$ cat config.mk
export PLATFORM = sky130hd
export DESIGN_NAME = perf_mon_unit
export DESIGN_NICKNAME = d
export VERILOG_FILES = /design/src/rtl/perfmon_pkg.sv /design/src/rtl/pm_counter.sv /design/src/rtl/pm_prescale.sv /design/src/rtl/pm_ctrl_reg.sv /design/src/rtl/perf_mon_unit.sv
export SDC_FILE = /design/constraint.sdc
export NUM_CORES = 1
export LEC_CHECK = 0
export CAP_MARGIN = 10
export CORE_MARGIN = 4
export CORE_UTILIZATION = 45
export DETAILED_ROUTE_END_ITERATION = 12
export GPL_ROUTABILITY_DRIVEN = 0
export PLACE_DENSITY = 0.68
export SYNTH_ARGS = -nofsm -noshare
export SYNTH_HDL_FRONTEND = slang
export SYNTH_SLANG_ARGS = --single-unit
$ cat constraint.sdc
create_clock -name clk -period 7.35 [get_ports clk]
set_clock_uncertainty 0.05 [all_clocks]
set_input_delay 1.47 -clock clk [delete_from_list [all_inputs] [get_ports clk]]
set_output_delay 1.47 -clock clk [all_outputs]
set_load 0.01 [all_outputs]
$ cat src/rtl/perfmon_pkg.sv
package perfmon_pkg;
  localparam int DATA_W  = 32;
  localparam int CNT_W   = DATA_W;
  localparam int SEL_W   = 6;
  localparam int NUM_EVT = 1 << SEL_W;
  localparam int PRE_W   = 6;
  localparam int NUM_CNT = 3;
  localparam int ADDR_W  = 2;

  // control word bit positions (software visible)
  localparam int EN_BIT      = 0;
  localparam int CLR_ALL_BIT = 1;
  localparam int CLR_CYC_BIT = 2;
  localparam int SCALE_BIT   = 3;
  localparam int IE_LO       = 4;
  localparam int FLAG_LO     = 8;
  localparam int SEL0_LO     = 12;
  localparam int SEL1_LO     = 18;

  typedef enum logic [ADDR_W-1:0] {
    RA_CTRL = 2'd0,
    RA_CYC  = 2'd1,
    RA_EV0  = 2'd2,
    RA_EV1  = 2'd3
  } reg_addr_e;

  // index 0: cycle counter, 1: event counter 0, 2: event counter 1
  typedef struct packed {
    logic [SEL_W-1:0]   sel1;
    logic [SEL_W-1:0]   sel0;
    logic [NUM_CNT-1:0] flag;
    logic [NUM_CNT-1:0] ie;
    logic               scale;
    logic               en;
  } ctrl_t;
endpackage

$ cat src/rtl/pm_counter.sv
module pm_counter #(
  parameter int W = 32
) (
  input  logic         clk,
  input  logic         rst,
  input  logic         clr,
  input  logic         load,
  input  logic [W-1:0] load_val,
  input  logic         inc,
  output logic [W-1:0] cnt,
  output logic         wrap
);
  logic [W-1:0] cnt_q;

  assign wrap = inc && !clr && !load && (&cnt_q);
  assign cnt  = cnt_q;

  always_ff @(posedge clk) begin
    if (rst)       cnt_q <= '0;
    else if (clr)  cnt_q <= '0;
    else if (load) cnt_q <= load_val;
    else if (inc)  cnt_q <= cnt_q + W'(1);
  end

  AST_CNT_CLR: assert property (@(posedge clk) disable iff (rst)
    clr |=> (cnt_q == '0));
  AST_CNT_LOAD: assert property (@(posedge clk) disable iff (rst)
    (load && !clr) |=> (cnt_q == $past(load_val)));
  AST_CNT_STEP: assert property (@(posedge clk) disable iff (rst)
    (inc && !clr && !load) |=> (cnt_q == $past(cnt_q) + W'(1)));
  AST_CNT_IDLE: assert property (@(posedge clk) disable iff (rst)
    (!inc && !clr && !load) |=> $stable(cnt_q));
  AST_CNT_WRAP: assert property (@(posedge clk) disable iff (rst)
    wrap |=> (cnt_q == '0));
endmodule

$ cat src/rtl/pm_prescale.sv
module pm_prescale #(
  parameter int PW = 6
) (
  input  logic clk,
  input  logic rst,
  input  logic run,
  input  logic clr,
  output logic tick
);
  logic [PW-1:0] pre_q;

  assign tick = run && (&pre_q);

  always_ff @(posedge clk) begin
    if (rst)      pre_q <= '0;
    else if (clr) pre_q <= '0;
    else if (run) pre_q <= pre_q + PW'(1);
  end

  AST_PRE_CLR: assert property (@(posedge clk) disable iff (rst)
    clr |=> (pre_q == '0));
  AST_PRE_HOLD: assert property (@(posedge clk) disable iff (rst)
    (!run && !clr) |=> $stable(pre_q));
endmodule

$ cat src/rtl/pm_ctrl_reg.sv
module pm_ctrl_reg
  import perfmon_pkg::*;
(
  input  logic               clk,
  input  logic               rst,
  input  logic               wr,
  input  logic [SEL_W-1:0]   w_sel1,
  input  logic [SEL_W-1:0]   w_sel0,
  input  logic [NUM_CNT-1:0] w_flag,
  input  logic [NUM_CNT-1:0] w_ie,
  input  logic               w_scale,
  input  logic               w_clr_cyc,
  input  logic               w_clr_all,
  input  logic               w_en,
  input  logic [NUM_CNT-1:0] ovf,
  output ctrl_t              ctrl,
  output logic               clr_cyc,
  output logic               clr_evt,
  output logic               irq,
  output logic [DATA_W-1:0]  rd_word
);
  ctrl_t ctrl_q, ctrl_d;
  logic  irq_q;

  always_comb begin
    ctrl_d = ctrl_q;
    if (wr) begin
      ctrl_d.sel1  = w_sel1;
      ctrl_d.sel0  = w_sel0;
      ctrl_d.ie    = w_ie;
      ctrl_d.scale = w_scale;
      ctrl_d.en    = w_en;
      ctrl_d.flag  = ctrl_q.flag & ~w_flag;
    end
    // a wrap in the same clock outranks a clearing write
    ctrl_d.flag = ctrl_d.flag | ovf;
  end

  always_ff @(posedge clk) begin
    if (rst) begin
      ctrl_q <= '0;
      irq_q  <= 1'b0;
    end else begin
      ctrl_q <= ctrl_d;
      irq_q  <= |(ctrl_d.flag & ctrl_d.ie);
    end
  end

  assign clr_evt = wr && w_clr_all;
  assign clr_cyc = wr && (w_clr_all || w_clr_cyc);
  assign ctrl    = ctrl_q;
  assign irq     = irq_q;

  always_comb begin
    rd_word = '0;
    rd_word[SEL1_LO +: SEL_W]   = ctrl_q.sel1;
    rd_word[SEL0_LO +: SEL_W]   = ctrl_q.sel0;
    rd_word[FLAG_LO +: NUM_CNT] = ctrl_q.flag;
    rd_word[IE_LO +: NUM_CNT]   = ctrl_q.ie;
    rd_word[SCALE_BIT]          = ctrl_q.scale;
    rd_word[EN_BIT]             = ctrl_q.en;
  end

  AST_FLAG_SET: assert property (@(posedge clk) disable iff (rst)
    (ovf != '0) |=> ((ctrl_q.flag & $past(ovf)) == $past(ovf)));
  AST_FLAG_W1C: assert property (@(posedge clk) disable iff (rst)
    (wr && (ovf == '0)) |=> ((ctrl_q.flag & $past(w_flag)) == '0));
  AST_FLAG_KEEP: assert property (@(posedge clk) disable iff (rst)
    (!wr && (ovf == '0)) |=> $stable(ctrl_q.flag));
  AST_IRQ_MATCH: assert property (@(posedge clk) disable iff (rst)
    irq_q == |(ctrl_q.flag & ctrl_q.ie));
endmodule

$ cat src/rtl/perf_mon_unit.sv
module perf_mon_unit
  import perfmon_pkg::*;
(
  input  logic              clk,
  input  logic              rst,
  input  logic              reg_wr,
  input  logic [ADDR_W-1:0] reg_addr,
  input  logic [DATA_W-1:0] reg_wdata,
  output logic [DATA_W-1:0] reg_rdata,
  input  logic [NUM_EVT-1:0] evt_in,
  output logic              irq
);
  ctrl_t              ctrl;
  logic               clr_cyc, clr_evt, tick, wr_ctrl;
  logic [NUM_CNT-1:0] inc, clr, load, ovf;
  logic [CNT_W-1:0]   cnt [NUM_CNT];
  logic [DATA_W-1:0]  ctrl_word, rdata_q;

  assign wr_ctrl = reg_wr && (reg_addr == RA_CTRL);

  pm_ctrl_reg u_ctrl (
    .clk       (clk),
    .rst       (rst),
    .wr        (wr_ctrl),
    .w_sel1    (reg_wdata[SEL1_LO +: SEL_W]),
    .w_sel0    (reg_wdata[SEL0_LO +: SEL_W]),
    .w_flag    (reg_wdata[FLAG_LO +: NUM_CNT]),
    .w_ie      (reg_wdata[IE_LO +: NUM_CNT]),
    .w_scale   (reg_wdata[SCALE_BIT]),
    .w_clr_cyc (reg_wdata[CLR_CYC_BIT]),
    .w_clr_all (reg_wdata[CLR_ALL_BIT]),
    .w_en      (reg_wdata[EN_BIT]),
    .ovf       (ovf),
    .ctrl      (ctrl),
    .clr_cyc   (clr_cyc),
    .clr_evt   (clr_evt),
    .irq       (irq),
    .rd_word   (ctrl_word)
  );

  pm_prescale #(.PW(PRE_W)) u_pre (
    .clk  (clk),
    .rst  (rst),
    .run  (ctrl.en),
    .clr  (clr_cyc),
    .tick (tick)
  );

  assign inc[0] = ctrl.en && (ctrl.scale ? tick : 1'b1);
  assign inc[1] = ctrl.en && evt_in[ctrl.sel0];
  assign inc[2] = ctrl.en && evt_in[ctrl.sel1];
  assign clr[0] = clr_cyc;
  assign clr[1] = clr_evt;
  assign clr[2] = clr_evt;

  for (genvar i = 0; i < NUM_CNT; i++) begin : g_cnt
    assign load[i] = reg_wr && (reg_addr == ADDR_W'(i + 1));
    pm_counter #(.W(CNT_W)) u_cnt (
      .clk      (clk),
      .rst      (rst),
      .clr      (clr[i]),
      .load     (load[i]),
      .load_val (reg_wdata[CNT_W-1:0]),
      .inc      (inc[i]),
      .cnt      (cnt[i]),
      .wrap     (ovf[i])
    );
  end

  always_ff @(posedge clk) begin
    if (rst) rdata_q <= '0;
    else begin
      case (reg_addr)
        RA_CTRL: rdata_q <= ctrl_word;
        RA_CYC:  rdata_q <= cnt[0];
        RA_EV0:  rdata_q <= cnt[1];
        default: rdata_q <= cnt[2];
      endcase
    end
  end

  assign reg_rdata = rdata_q;

  AST_CTRL_RSVD: assert property (@(posedge clk) disable iff (rst)
    (ctrl_word[31:24] == '0) && !ctrl_word[11] && !ctrl_word[7] && (ctrl_word[2:1] == '0));
  AST_DISABLED_QUIET: assert property (@(posedge clk) disable iff (rst)
    !ctrl.en |-> (ovf == '0));
endmodule

* Word level (Yosys, flattened, before mapping)
Index checks and enable logic that the tools add are counted.
Widths: inputs -> output; s select.
** Storage, ports and cells
- Bits of input ports :: 101
- Flip-flop bits (word level) :: 155
- Output and inout bits :: 33
- Logic and storage cells :: 74
** Operators by class
- Add/subtract/negate cells :: 4
- Bitwise operators :: 4
- Equal/unequal tests :: 3
- Reduce and logical (&&, ||, !) cells :: 36
- Multiplexer cells :: 13
- $lt $le $gt $ge :: 2
** Operators by type and width (count)
- $mux 32 :: 6
- $add 32x1->32 const B :: 3
- $pmux 32 s3 :: 1
- $reduce_and 32->1 :: 3
- $logic_and 1x1->1 :: 19
- $lt 6x7->1 const B :: 2
- $bmux 1 s6 :: 2
- $mux 8 :: 1
- $add 6x1->6 const B :: 1
- $and 3x3->3 :: 2
- $reduce_and 6->1 :: 1
- $reduce_bool 2->1 :: 3
- $logic_not 1->1 :: 5
- $eq 2x2->1 const B :: 2
- $reduce_or 2->1 :: 2
- $mux 1 :: 3
- $not 3->3 :: 1
- $or 3x3->3 :: 1
- $reduce_or 3->1 :: 1
- $eq 2x1->1 const B :: 1
- $logic_not 2->1 :: 1
- $logic_or 1x1->1 :: 1

* Depth between registers and ports, before layout
- Word-level depth :: 10
- Gate-level depth with buffers :: 11
- Gate-level depth less buffers :: 8

* Hierarchy
From an unflattened synthesis, not the netlist that was laid out.
** Unflattened totals
- Cells, all modules :: 1048
- Area total of the unflattened synthesis :: 9663.0 um2
** By module, submodules not included
- pm_counter :: area an instance 1848.0 um2, cells each 229, instances 3, sequential area each 640.6 um2
- perf_mon_unit :: area an instance 2810.2 um2, cells each 226, instances 1, sequential area each 640.6 um2
- pm_ctrl_reg :: area an instance 1052.3 um2, cells each 107, instances 1, sequential area each 420.4 um2
- pm_prescale :: area an instance 256.5 um2, cells each 28, instances 1, sequential area each 120.1 um2

* Worst setup path before layout
No wires, ideal clock.
- Kind :: input to register
- Start :: input evt_in[6]
- End :: register g_cnt[1].u_cnt.cnt_q[19]
- Setup slack :: 3.798 ns
- Stages on the path :: 8
- Data required time :: 7.168 ns
- Path buffers :: 2
- Data arrival time :: 3.370 ns
- Library setup time :: 0.132 ns
- Cells stage by stage :: mux4_2 -> mux4_2 -> a32oi_1 -> buf_2 -> buf_2 -> a21oi_1 -> xnor2_1 -> a21oi_1
** On the way
- Cells in the longest elaborated chain, start to end :: 4
** RTL lines
- from (decl) :: line perf_mon_unit.sv:10 : input logic [NUM_EVT-1:0] evt_in,
- $bmux 1 s6 :: line perf_mon_unit.sv:50 : assign inc[1] = ctrl.en && evt_in[ctrl.sel0];
- $mux 1 (not written as such) :: line perf_mon_unit.sv:50
- $logic_and 1x1->1 :: line perf_mon_unit.sv:50
- $reduce_bool 2->1 (no source line)
- to (signal assigned) :: line pm_counter.sv:21 : else if (load) cnt_q <= load_val;
- to (signal assigned) :: line pm_counter.sv:22 : else if (inc) cnt_q <= cnt_q + W'(1);
- to (decl) :: line pm_counter.sv:13 : logic [W-1:0] cnt_q;
Every way passes these cells. The select of a mux whose other input is x is not followed.
A chain may end at the register's enable or synchronous reset.

* Final worst setup path
- Start :: input evt_in[22]
- End :: register g_cnt[2].u_cnt.cnt_q[30]
** On the way
- Cells in the longest elaborated chain, start to end :: 4
** RTL lines
- $bmux 1 s6 :: line perf_mon_unit.sv:51 : assign inc[2] = ctrl.en && evt_in[ctrl.sel1];
- $mux 1 (not written as such) :: line perf_mon_unit.sv:51
- $logic_and 1x1->1 :: line perf_mon_unit.sv:51
- $reduce_bool 2->1 (no source line)
- to (signal assigned) :: line pm_counter.sv:21
- to (signal assigned) :: line pm_counter.sv:22
- to (decl) :: line pm_counter.sv:13
Every way passes these cells. The select of a mux whose other input is x is not followed.

==> flow_metrics.py <==
metrics = {
    "min_path": {
        "holdCritPathClass": "reg -> reg",
        "hold_path_depth": 2,
    },
    "critical_path": {
        "r2r_depth": 8,
        "critical_path_peak_fanout": 12,
        "timing.critical_path.required_ns": 7.63,
        "setup.worst_path.start": "evt_in[22]",
        "regToRegEndpoint": "g_cnt[2].u_cnt.cnt[30]",
        "crit-reg2reg-launch": "u_ctrl.ctrl[15]",
        "setup.worst_path.end": "g_cnt[2].u_cnt.cnt[30]",
        "worst-endpoint-arrival_ns": 4.67,
        "critical_path_class": "in -> reg",
        "critPathLaunchType": "primary input",
        "setup.worst_path.end_class": "register",
        "reg2reg_setup_slack_ns": 3.58,
    },
    "clock_tree": {
        "htree_levels": 4,
        "cts_tree": "yes",
        "clockBufferDepth": 2,
        "clk_root_buffer_cell": "clkbuf_16",
        "cts-buffers-inserted": 17,
        "num_clock_sinks": 155,
        "post_cts_resize_count": 0,
        "cts_hold_buf": 0,
        "clk_latency_ns": 0.43,
        "cts.clk_slew.worst_paths_ns": 0.06,
        "post_cts.repair.setup_buffers": 0,
    },
    "routing": {
        "drc": 0,
        "routed-via-count": 8475,
        "dr.pass1.iters": 5,
        "antenna_violating_nets_post_route": 0,
        "initialDrtViolationCount": 863,
        "avgViaCountPerCell": 6.155,
        "route.final.wire_length_um": 29020,
        "post_drt_wl_per_cell_um": 21.08,
    },
    "die": {
        "area_of_the_core_region_um2": 19590,
        "die_h_um": 149.6,
        "overall_die_width_um": 149.6,
        "rows": 51,
        "dieArea_um2": 22370,
        "io_pins": 134,
        "start_util_pct": 46.04,
    },
    "placement": {
        "dpl_cell_area_um2": 10470,
        "port_buffers": 133,
        "dpl.hpwl_um": 20580,
    },
    "synthesis": {
        "synth-edff-count": 0,
        "ys_top_cells_by_count": "155 x dfxtp_1, 106 x a21oi_1, 87 x nand2_1, 72 x o21ai_0, 72 x xnor2_1",
        "post_synth_main_area_contributors": "dfxtp_1 34%, mux4_2 13%, xnor2_1 7.0%",
        "synth.lib_cells_used.distinct": 55,
        "cell_type_contributing_the_most_total_cell_area_after_synthesis": "dfxtp_1",
        "synth-seq-area-share_pct": 34.40,
        "synthArstFlopShare_pct": 0,
        "synthesis.area_um2": 9020,
        "syn_nets": 1117,
        "yosys_register_bits": 155,
        "synth_top_area_share_pct": 34.40,
        "synth_top_flop_cell": "dfxtp_1",
        "ys.warnings.count": 0,
        "synth_area_per_cell_um2": 8.913,
        "postSynthCellCount": 1012,
        "yosys.cell_count.top_type": "dfxtp_1",
    },
    "timing": {
        "setup_viol": 0,
        "timing.fmax_mhz": 227.9,
        "worst_pin_slew_ns": 1.205,
        "grt_setup_unrepaired": "false",
        "fin_crit_sh_pct": 59.70,
        "report.final.hold_viol_count": 0,
        "timing.setup.tns_ns": 0,
        "timing.final.crit_period_ns": 4.388,
        "timing.final.max_slew_violations": 0,
        "slew-limit-headroom_pct": 19.41,
    },
    "layout": {
        "fillers": 1793,
        "antenna-diode-count": 0,
        "final_area_um2": 11030,
        "layout_net_count": 1204,
        "syn_to_final_growth_pct": 22.33,
        "drive_above_1_share_pct": 11.15,
    },
    "global_route": {
        "antenna_violations_before_repair": 0,
        "overflow": 0,
        "groute.usage.overall_pct": 25.81,
        "maximum_number_of_pins_on_one_net_before_global_route_repair": 67,
        "grt_pass1_vias": 8134,
        "grt_first_pass_wirelength_um": 45760,
    },
    "run": {
        "drv.max_cap_violation_count": 0,
    },
    "power_and_ir_drop": {
        "pwr_density_cell_nw_per_um2": 185.1,
        "p_leak_uw": 0.003379,
        "ir_worst_vdd_uv": 170.0,
    },
    "run_status": {
        "outcome": "finished, final reports clean",
    },
}
cell usage in the layout (no fill, tap or decap), types with 17 or more instances in the layout:
master             n
a211oi_1          36
a21oi_1          105
clkbuf_16         17
clkdlybuf4s50_1  130
dfxtp_1          155
inv_1             18
mux4_2            53
nand2_1           86
nand3_1           39
nand4_1           35
nor2_1            68
nor2b_1           21
o21ai_0           72
xnor2_1           72
xor2_1            19
logic make-up after synthesis:
family                     count (synthesis)  share of synthesized area (%)
adders and majority gates                  4                         0.5549
and+or+nand+nor                          311                          17.28
DFF                                      155                          34.40
buffers and inverters                     97                          4.453
xor gates and xnor gates                  91                          8.836
AOI/OAI and AO/OA                        276                          18.31
muxes                                     78                          16.16
layout make-up:
class / count / area [µm²] / area share [%]
clock buffers: 20 / 456.7 / 4.139
multi-input cells: 760 / 5542 / 50.22
well taps: 265 / 331.6 / 3.005
repair buffers: 147 / 1421 / 12.88
flip-flops and latches: 155 / 3103 / 28.12
clock inverters: 12 / 112.6 / 1.021
inverters: 18 / 67.56 / 0.6123
layer usage:
metal | global-route usage, % | up-vias | wire length (µm)
met5 | 0 | - | 0
met4 | 6.636 | 0 | 448
met3 | 4.936 | 35 | 2316
met2 | 43.89 | 395 | 13950
met1 | 33.91 | 4128 | 12300
li1 | - | 3917 | -
critical path, cell delays in order:
cell	delay, ns
clkdlybuf4s50_1	0.49
mux4_2	0.24
mux2i_1	0.09
a311oi_1	0.51
nand4_1	0.71
and2_1	0.51
or4_1	0.49
a31oi_1	0.17
sequential cells by signal, summed over array words and instances, names as in the netlist:
name / cells
g_cnt.u_cnt.cnt: 96
u_pre.pre_q: 6
u_ctrl.ctrl: 20
reg_rdata: 32
u_ctrl.irq: 1
worst min-delay path by stage:
stage / startpoint / slack, ns / endpoint
floorplan: u_ctrl.ctrl[7] / 0.40 / u_ctrl.ctrl[7]
global placement: u_ctrl.ctrl[13] / 0.43 / u_ctrl.ctrl[13]
detailed placement: u_ctrl.ctrl[1] / 0.45 / u_ctrl.ctrl[1]
CTS: u_ctrl.ctrl[1] / 0.45 / u_ctrl.ctrl[1]
global route: u_ctrl.ctrl[13] / 0.48 / u_ctrl.ctrl[13]
finish: u_ctrl.ctrl[1] / 0.46 / u_ctrl.ctrl[1]
report_power, final:
| group | switching, µW | internal, µW |
|---|---|---|
| Combinational | 122 | 139 |
| Sequential | 46.8 | 875 |
| Clock | 372 | 487 |
per-stage QoR:
step           util, %  hold slack (ns)  setup WS, ns  cells  total power [µW]
6_report         56.33           0.4558         2.962   1377              2042
5_1_grt          56.33           0.4822         2.702   1377              2112
4_1_cts          56.33           0.4548         3.027   1377              2047
3_5_place_dp     53.42           0.4456         2.594   1345              1197
3_3_place_gp     53.42           0.4298         2.791   1345              1193
2_1_floorplan        -           0.4022         3.798   1012              1070
(Power assumes the default switching activity.)
